File: src/rtl/qtimer_pkg.sv
package qtimer_pkg;

  // word selector inside a 16-byte group (addr[3:2])
  localparam logic [1:0] SUB_MASK  = 2'd0;
  localparam logic [1:0] SUB_RAW   = 2'd1;
  localparam logic [1:0] SUB_MSKD  = 2'd2;
  localparam logic [1:0] SUB_CLR   = 2'd3;

  localparam logic [1:0] SUB_LOAD  = 2'd0;
  localparam logic [1:0] SUB_COUNT = 2'd1;
  localparam logic [1:0] SUB_CTRL  = 2'd2;
  localparam logic [1:0] SUB_BACK  = 2'd3;

  typedef struct packed {
    logic       en;
    logic       per;
    logic [1:0] ps;
    logic       wide;
    logic       one;
  } ctrl_t;

  function automatic ctrl_t byte_to_ctrl(input logic [7:0] b);
    ctrl_t c;
    c.en   = b[7];
    c.per  = b[6];
    c.ps   = b[3:2];
    c.wide = b[1];
    c.one  = b[0];
    return c;
  endfunction

  function automatic logic [7:0] ctrl_to_byte(input ctrl_t c);
    return {c.en, c.per, 2'b00, c.ps, c.wide, c.one};
  endfunction

  // divide ratio for a prescale code; codes 10 and 11 both divide by 256
  function automatic int unsigned ps_ratio(input logic [1:0] code);
    case (code)
      2'b00:   return 1;
      2'b01:   return 16;
      default: return 256;
    endcase
  endfunction

endpackage

File: src/rtl/qtimer_prescale.sv
module qtimer_prescale
  import qtimer_pkg::*;
#(
  parameter int unsigned DIV_W = 8
) (
  input  logic       clk,
  input  logic       rst,
  input  logic       restart,
  input  logic       run,
  input  logic [1:0] code,
  output logic       tick
);

  logic [DIV_W-1:0] div_q;
  logic [DIV_W-1:0] term;

  always_comb begin
    term = DIV_W'(ps_ratio(code) - 1);
    tick = run && (div_q == term);
  end

  always_ff @(posedge clk) begin
    if (rst) begin
      div_q <= '0;
    end else if (restart || !run || tick) begin
      div_q <= '0;
    end else begin
      div_q <= div_q + DIV_W'(1);
    end
  end

endmodule

File: src/rtl/qtimer_chan.sv
module qtimer_chan
  import qtimer_pkg::*;
#(
  parameter int unsigned CW    = 32,
  parameter int unsigned HW    = 16,
  parameter int unsigned DIV_W = 8
) (
  input  logic          clk,
  input  logic          rst,
  input  logic          wr_load,
  input  logic          wr_ctrl,
  input  logic          wr_back,
  input  logic [CW-1:0] wdata,
  output ctrl_t         ctrl,
  output logic [CW-1:0] load_val,
  output logic [CW-1:0] back_val,
  output logic [CW-1:0] live,
  output logic          expire
);

  localparam logic [CW-1:0] LOW_MASK = {{(CW-HW){1'b0}}, {HW{1'b1}}};

  logic [CW-1:0] count_q;
  logic [CW-1:0] dec_val;
  logic [CW-1:0] next_val;
  logic          tick;
  logic          at_zero;
  logic          at_one;

  qtimer_prescale #(.DIV_W(DIV_W)) u_div (
    .clk     (clk),
    .rst     (rst),
    .restart (wr_ctrl),
    .run     (ctrl.en),
    .code    (ctrl.ps),
    .tick    (tick)
  );

  always_comb begin
    live    = ctrl.wide ? count_q : (count_q & LOW_MASK);
    at_zero = (live == '0);
    at_one  = (live == CW'(1));
    if (ctrl.wide) begin
      dec_val = count_q - CW'(1);
    end else begin
      dec_val = {count_q[CW-1:HW], count_q[HW-1:0] - HW'(1)};
    end
    if (at_zero && ctrl.one) begin
      next_val = count_q;
    end else if (at_zero && ctrl.per) begin
      next_val = back_val;
    end else begin
      next_val = dec_val;
    end
    expire = tick && at_one;
  end

  always_ff @(posedge clk) begin
    if (rst) begin
      ctrl     <= '0;
      load_val <= '0;
      back_val <= '0;
      count_q  <= '0;
    end else begin
      if (wr_ctrl) begin
        ctrl <= byte_to_ctrl(wdata[7:0]);
      end
      if (wr_back) begin
        back_val <= wdata;
      end
      if (wr_load) begin
        load_val <= wdata;
        count_q  <= wdata;
      end else if (tick) begin
        count_q  <= next_val;
      end
    end
  end

endmodule

File: src/rtl/qtimer_irqbank.sv
module qtimer_irqbank #(
  parameter int unsigned NUM_CH = 4
) (
  input  logic              clk,
  input  logic              rst,
  input  logic              wr_mask,
  input  logic              wr_clr,
  input  logic [NUM_CH-1:0] wbits,
  input  logic [NUM_CH-1:0] expire,
  output logic [NUM_CH-1:0] mask,
  output logic [NUM_CH-1:0] ris,
  output logic              irq
);

  logic [NUM_CH-1:0] clr_bits;

  assign clr_bits = wr_clr ? wbits : '0;

  always_ff @(posedge clk) begin
    if (rst) begin
      mask <= '0;
      ris  <= '0;
      irq  <= 1'b0;
    end else begin
      if (wr_mask) begin
        mask <= wbits;
      end
      ris <= (ris & ~clr_bits) | expire;
      irq <= |(ris & mask);
    end
  end

endmodule

File: src/rtl/qtimer_top.sv
module qtimer_top
  import qtimer_pkg::*;
#(
  parameter int unsigned NUM_CH = 4,
  parameter int unsigned CW     = 32,
  parameter int unsigned HW     = 16,
  parameter int unsigned AW     = 8,
  parameter int unsigned DIV_W  = 8
) (
  input  logic          clk,
  input  logic          rst,
  input  logic          wr_en,
  input  logic [AW-1:0] addr,
  input  logic [CW-1:0] wdata,
  output logic [CW-1:0] rdata,
  output logic          irq
);

  localparam int unsigned GW = AW - 4;

  logic          aligned;
  logic [GW-1:0] grp;
  logic [1:0]    sub;
  logic          shared_hit;
  logic          wr_mask;
  logic          wr_clr;

  assign aligned    = (addr[1:0] == 2'b00);
  assign grp        = addr[AW-1:4];
  assign sub        = addr[3:2];
  assign shared_hit = aligned && (grp == '0);
  assign wr_mask    = wr_en && shared_hit && (sub == SUB_MASK);
  assign wr_clr     = wr_en && shared_hit && (sub == SUB_CLR);

  logic  [NUM_CH-1:0][CW-1:0] ch_load;
  logic  [NUM_CH-1:0][CW-1:0] ch_back;
  logic  [NUM_CH-1:0][CW-1:0] ch_live;
  ctrl_t [NUM_CH-1:0]         ch_ctrl;
  logic  [NUM_CH-1:0]         ch_expire;
  logic  [NUM_CH-1:0]         ch_hit;
  logic  [NUM_CH-1:0]         mask_q;
  logic  [NUM_CH-1:0]         ris_q;

  for (genvar g = 0; g < NUM_CH; g++) begin : g_ch
    assign ch_hit[g] = aligned && (grp == GW'(g + 1));

    qtimer_chan #(.CW(CW), .HW(HW), .DIV_W(DIV_W)) u_chan (
      .clk      (clk),
      .rst      (rst),
      .wr_load  (wr_en && ch_hit[g] && (sub == SUB_LOAD)),
      .wr_ctrl  (wr_en && ch_hit[g] && (sub == SUB_CTRL)),
      .wr_back  (wr_en && ch_hit[g] && (sub == SUB_BACK)),
      .wdata    (wdata),
      .ctrl     (ch_ctrl[g]),
      .load_val (ch_load[g]),
      .back_val (ch_back[g]),
      .live     (ch_live[g]),
      .expire   (ch_expire[g])
    );
  end

  qtimer_irqbank #(.NUM_CH(NUM_CH)) u_irq (
    .clk     (clk),
    .rst     (rst),
    .wr_mask (wr_mask),
    .wr_clr  (wr_clr),
    .wbits   (wdata[NUM_CH-1:0]),
    .expire  (ch_expire),
    .mask    (mask_q),
    .ris     (ris_q),
    .irq     (irq)
  );

  logic [CW-1:0] rd_next;

  always_comb begin
    rd_next = '0;
    if (shared_hit) begin
      case (sub)
        SUB_MASK: rd_next = CW'(mask_q);
        SUB_RAW:  rd_next = CW'(ris_q);
        SUB_MSKD: rd_next = CW'(ris_q & mask_q);
        default:  rd_next = '0;
      endcase
    end
    for (int k = 0; k < NUM_CH; k++) begin
      if (ch_hit[k]) begin
        case (sub)
          SUB_LOAD:  rd_next = ch_load[k];
          SUB_COUNT: rd_next = ch_live[k];
          SUB_CTRL:  rd_next = CW'(ctrl_to_byte(ch_ctrl[k]));
          default:   rd_next = ch_back[k];
        endcase
      end
    end
  end

  always_ff @(posedge clk) begin
    if (rst) begin
      rdata <= '0;
    end else begin
      rdata <= rd_next;
    end
  end

endmodule

File: config.mk
export PLATFORM = sky130hd
export DESIGN_NAME = qtimer_top
export DESIGN_NICKNAME = d
export VERILOG_FILES = /design/src/rtl/qtimer_pkg.sv /design/src/rtl/qtimer_prescale.sv /design/src/rtl/qtimer_chan.sv /design/src/rtl/qtimer_irqbank.sv /design/src/rtl/qtimer_top.sv
export SDC_FILE = /design/constraint.sdc
export NUM_CORES = 1
export LEC_CHECK = 0
export ABC_CLOCK_PERIOD_IN_PS = 3800
export BUFFER_PORTS_ARGS = -buffer_cell sky130_fd_sc_hd__buf_2
export CORE_MARGIN = 4
export CORE_UTILIZATION = 55
export DETAILED_ROUTE_END_ITERATION = 7
export PLACE_DENSITY = 0.79
export RECOVER_POWER = 50
export SYNTH_ARGS = -nofsm -noshare
export SYNTH_HDL_FRONTEND = slang
export SYNTH_SLANG_ARGS = --single-unit
export TNS_END_PERCENT = 5
File: constraint.sdc
create_clock -name clk -period 3.8 [get_ports clk]
set_input_delay 0.57 -clock clk [delete_from_list [all_inputs] [get_ports clk]]
set_output_delay 0.57 -clock clk [all_outputs]
set_load 0.01 [all_outputs]
==> reports/qor.yml <==
place.gp.congestion: 0.982
vias: 25900
dr.pass1.iters: 5
synthMuxAreaShare_pct: 4.40
setup_violations: 0
synth_top_family_by_area: "compound AO/OA/AOI/OAI gates"
track_usage_pct: 35.0
syn_area_per_cell_um2: 7.48
final_cell_mix: "nand2_1, dfxtp_1, a21oi_1, nor2_1, o21ai_0"
relSlewSlack_pct: -67.1
grt_pass1_wl_mm: 139
arrival_ps: 4030
synth-xor-area-share_pct: 2.38
cts_tree: "yes"
postCtsSetupBuffers: 0
dpl_cell_area_mm2: 0.0259
area_growth_pct: 10.2
cp.required_ps: 4270
finalSetupTns_ps: 0
drt-total-wl_mm: 90.2
busiest_layer: "met2"
detail-route-antenna-nets: 0
yosysSeqAreaShare_pct: 38.4
insertion_delay_ps: 620
layout_commonest_cell: "nand2_1"
drive_above_1_share_pct: 8.70
fin_crit_ps: 3550
clock_path_buffers: 3
grt_max_degree: 153
p_leak_uw: 0.00922
synth_compound_area_share_pct: 24.6
core-area_mm2: 0.0446
rows: 77
numCtsBuffers: 52
nNetsFinal: 3336
yosysWarnings: 0
worstMarginPinSlew_ps: 2510
path_cells: "clkbuf_1 -> or4_1 -> nor2_1 -> clkbuf_1 -> nand2_1 -> buf_4 -> nor2_1 -> nor2_1 -> o21ai_0 -> o22ai_1"
synthFlopType: "dfxtp_1"
die_h_um: 221
ctsHoldBuffers: 0
cts_sinks: 481
slew_violations: 141
hold_path.class: "in2reg"
worst_path_most_repeated_cell: "nor2_1"
netlist_instances: 3350
drcViolationCount: 0
met3_usage_pct: 6.37
ys_seq_elements: 481
dpl.hpwl_mm: 59.9
fill_cells: 3954
crit_path_end_kind: "flip-flop"
hold_viol_final: 0
synthesis.area_mm2: 0.0251
pin_count: 76
syn_nets: 3407
io_buffers: 75
violations: "capacitance limit, slew limit"
crit_type: "in2reg"
vias_per_cell: 6.61
clkTransAtPathRegs_ps: 60
die_w_um: 221
synth_async_sr_flop_share_pct: 0
initial_core_util_pct: 56.2
yosys.area_share.simple_pct: 24.3
cp_slowest_cell: "nor2_1"
grt_setup_unrepaired: "false"
maxCapViolations: 2
grt_util_met1_pct: 46.9
synth.distinct_cells: 91
critPathMaxStageDelay_ps: 970
period_share_pct: 93.5
start_kind: "input port"
wl_per_cell_um: 23.0
grt_pass1_vias: 24400
antenna_found_initial: 4
htreeDepth: 2
drtIter0Drc: 3605
synthAdderAreaFrac_pct: 0.699
use_met2_pct: 54.0
ir_worst_vdd_v: 0.000385
overflow: 0
finalPower_uw: 11000
ctsResizeCount: 0
status: "finished, violations left"
die_area_mm2: 0.0491
synth-edff-count: 0
fmax_mhz: 282
cts_root_buf: "clkbuf_16"
pwr_density_cell_mw_per_mm2: 399
fin_area_mm2: 0.0276
skew_ps: 13.4
worstPathMaxFanout: 18
## routing by layer
metal	vias to the layer above	wire, µm
li1	11800	-
met1	12200	34800
met2	1608	40000
met3	332	10300
met4	4	5100
met5	-	18
## cell usage after synthesis (all sizes together), types with 7 or more instances
master / instances / area, µm²
nand2: 799 / 3000
dfxtp: 481 / 9630
a21oi: 427 / 2140
nor2: 243 / 922
clkbuf: 233 / 877
o21ai: 160 / 808
nand3: 88 / 440
nor3: 64 / 335
o211ai: 60 / 455
a22oi: 59 / 443
buf: 55 / 272
mux2i: 55 / 551
inv: 39 / 146
xor2: 35 / 307
a211oi: 33 / 253
o22ai: 33 / 206
xnor2: 33 / 289
nand4: 30 / 188
or3: 28 / 175
or4: 27 / 206
nor4: 25 / 199
a311oi: 24 / 210
mux4: 24 / 541
o221ai: 21 / 184
o31ai: 21 / 158
nor3b: 20 / 155
a221o: 18 / 180
a31oi: 17 / 113
a221oi: 14 / 123
ha: 14 / 175
o21a: 14 / 106
and2: 13 / 81.3
nand2b: 10 / 62.6
a31o: 8 / 70.1
a32oi: 8 / 70.1
o32ai: 8 / 70.1
a2bb2oi: 7 / 61.3
or2: 7 / 43.8
## where the power goes
part / switching, µW / total [µW] / internal, µW
combinational: 447 / 572 / 126
clock: 2220 / 5390 / 3160
sequential: 7.55 / 5060 / 5050
total: 2680 / 11000 / 8340
## worst max-delay path, delay by kind of cell
family	cells	cell delay, ps
buf+inv	3	670
simple gates	5	2410
compound gates	2	370
## state kept, by name, indices dropped and copies added, names as in the netlist
signal / flops
g_ch.u_chan.ctrl: 24
g_ch.u_chan.back_val: 128
g_ch.u_chan.u_div.div_q: 32
u_irq.ris: 4
u_irq.mask: 4
g_ch.u_chan.count_q: 128
rdata: 32
u_irq.irq: 1
g_ch.u_chan.load_val: 128
## cell type report
| type | instances | area, µm² | share of cell area (%) |
|---|---|---|---|
| clock buffer | 75 | 1540 | 5.57 |
| antenna | 2 | 5.00 | 0.0181 |
| clock inverter | 23 | 290 | 1.05 |
| timing repair buffer | 163 | 1080 | 3.90 |
| inverter | 41 | 154 | 0.557 |
| tap | 592 | 741 | 2.68 |
| multi-input combinational | 2540 | 14200 | 51.4 |
| sequential | 481 | 9630 | 34.9 |
## stage by stage
step           setup WS [ps]  util, %  hold slack [ps]  std cells
6_report                 248     61.9              354       3917
5_1_grt                  163     61.9              337       3916
4_1_cts                  515     62.1              318       3915
3_5_place_dp             541     58.0              444       3817
3_3_place_gp             592     58.0              438       3817
2_1_floorplan           1090        -              432       3350
## kinds of logic (layout without fill, tap and decap cells)
| group | after synthesis | in the layout |
|---|---|---|
| multiplexers | 80 | 80 |
| adder cells (fa/ha/maj) | 14 | 14 |
| flip-flops | 481 | 481 |
| XOR/XNOR | 68 | 68 |
| AO/OA/AOI/OAI | 989 | 989 |
| buffers and inverters | 329 | 302 |
| other | 0 | 2 |
| AND/OR/NAND/NOR | 1389 | 1389 |
## worst paths after layout
path | from | end | slack, ps | depth (start not counted)
worst max register to register | g_ch[2].u_chan.ctrl[3] | g_ch[2].u_chan.count_q[28] | 450 | 8
worst min-delay path | wdata[30] | g_ch[0].u_chan.back_val[30] | 350 | 3
worst max-delay path | addr[7] | g_ch[0].u_chan.count_q[20] | 250 | 10
worst min register to register | g_ch[3].u_chan.load_val[21] | g_ch[3].u_chan.load_val[21] | 450 | 2
Note: power is estimated with default switching activity, not from simulation.
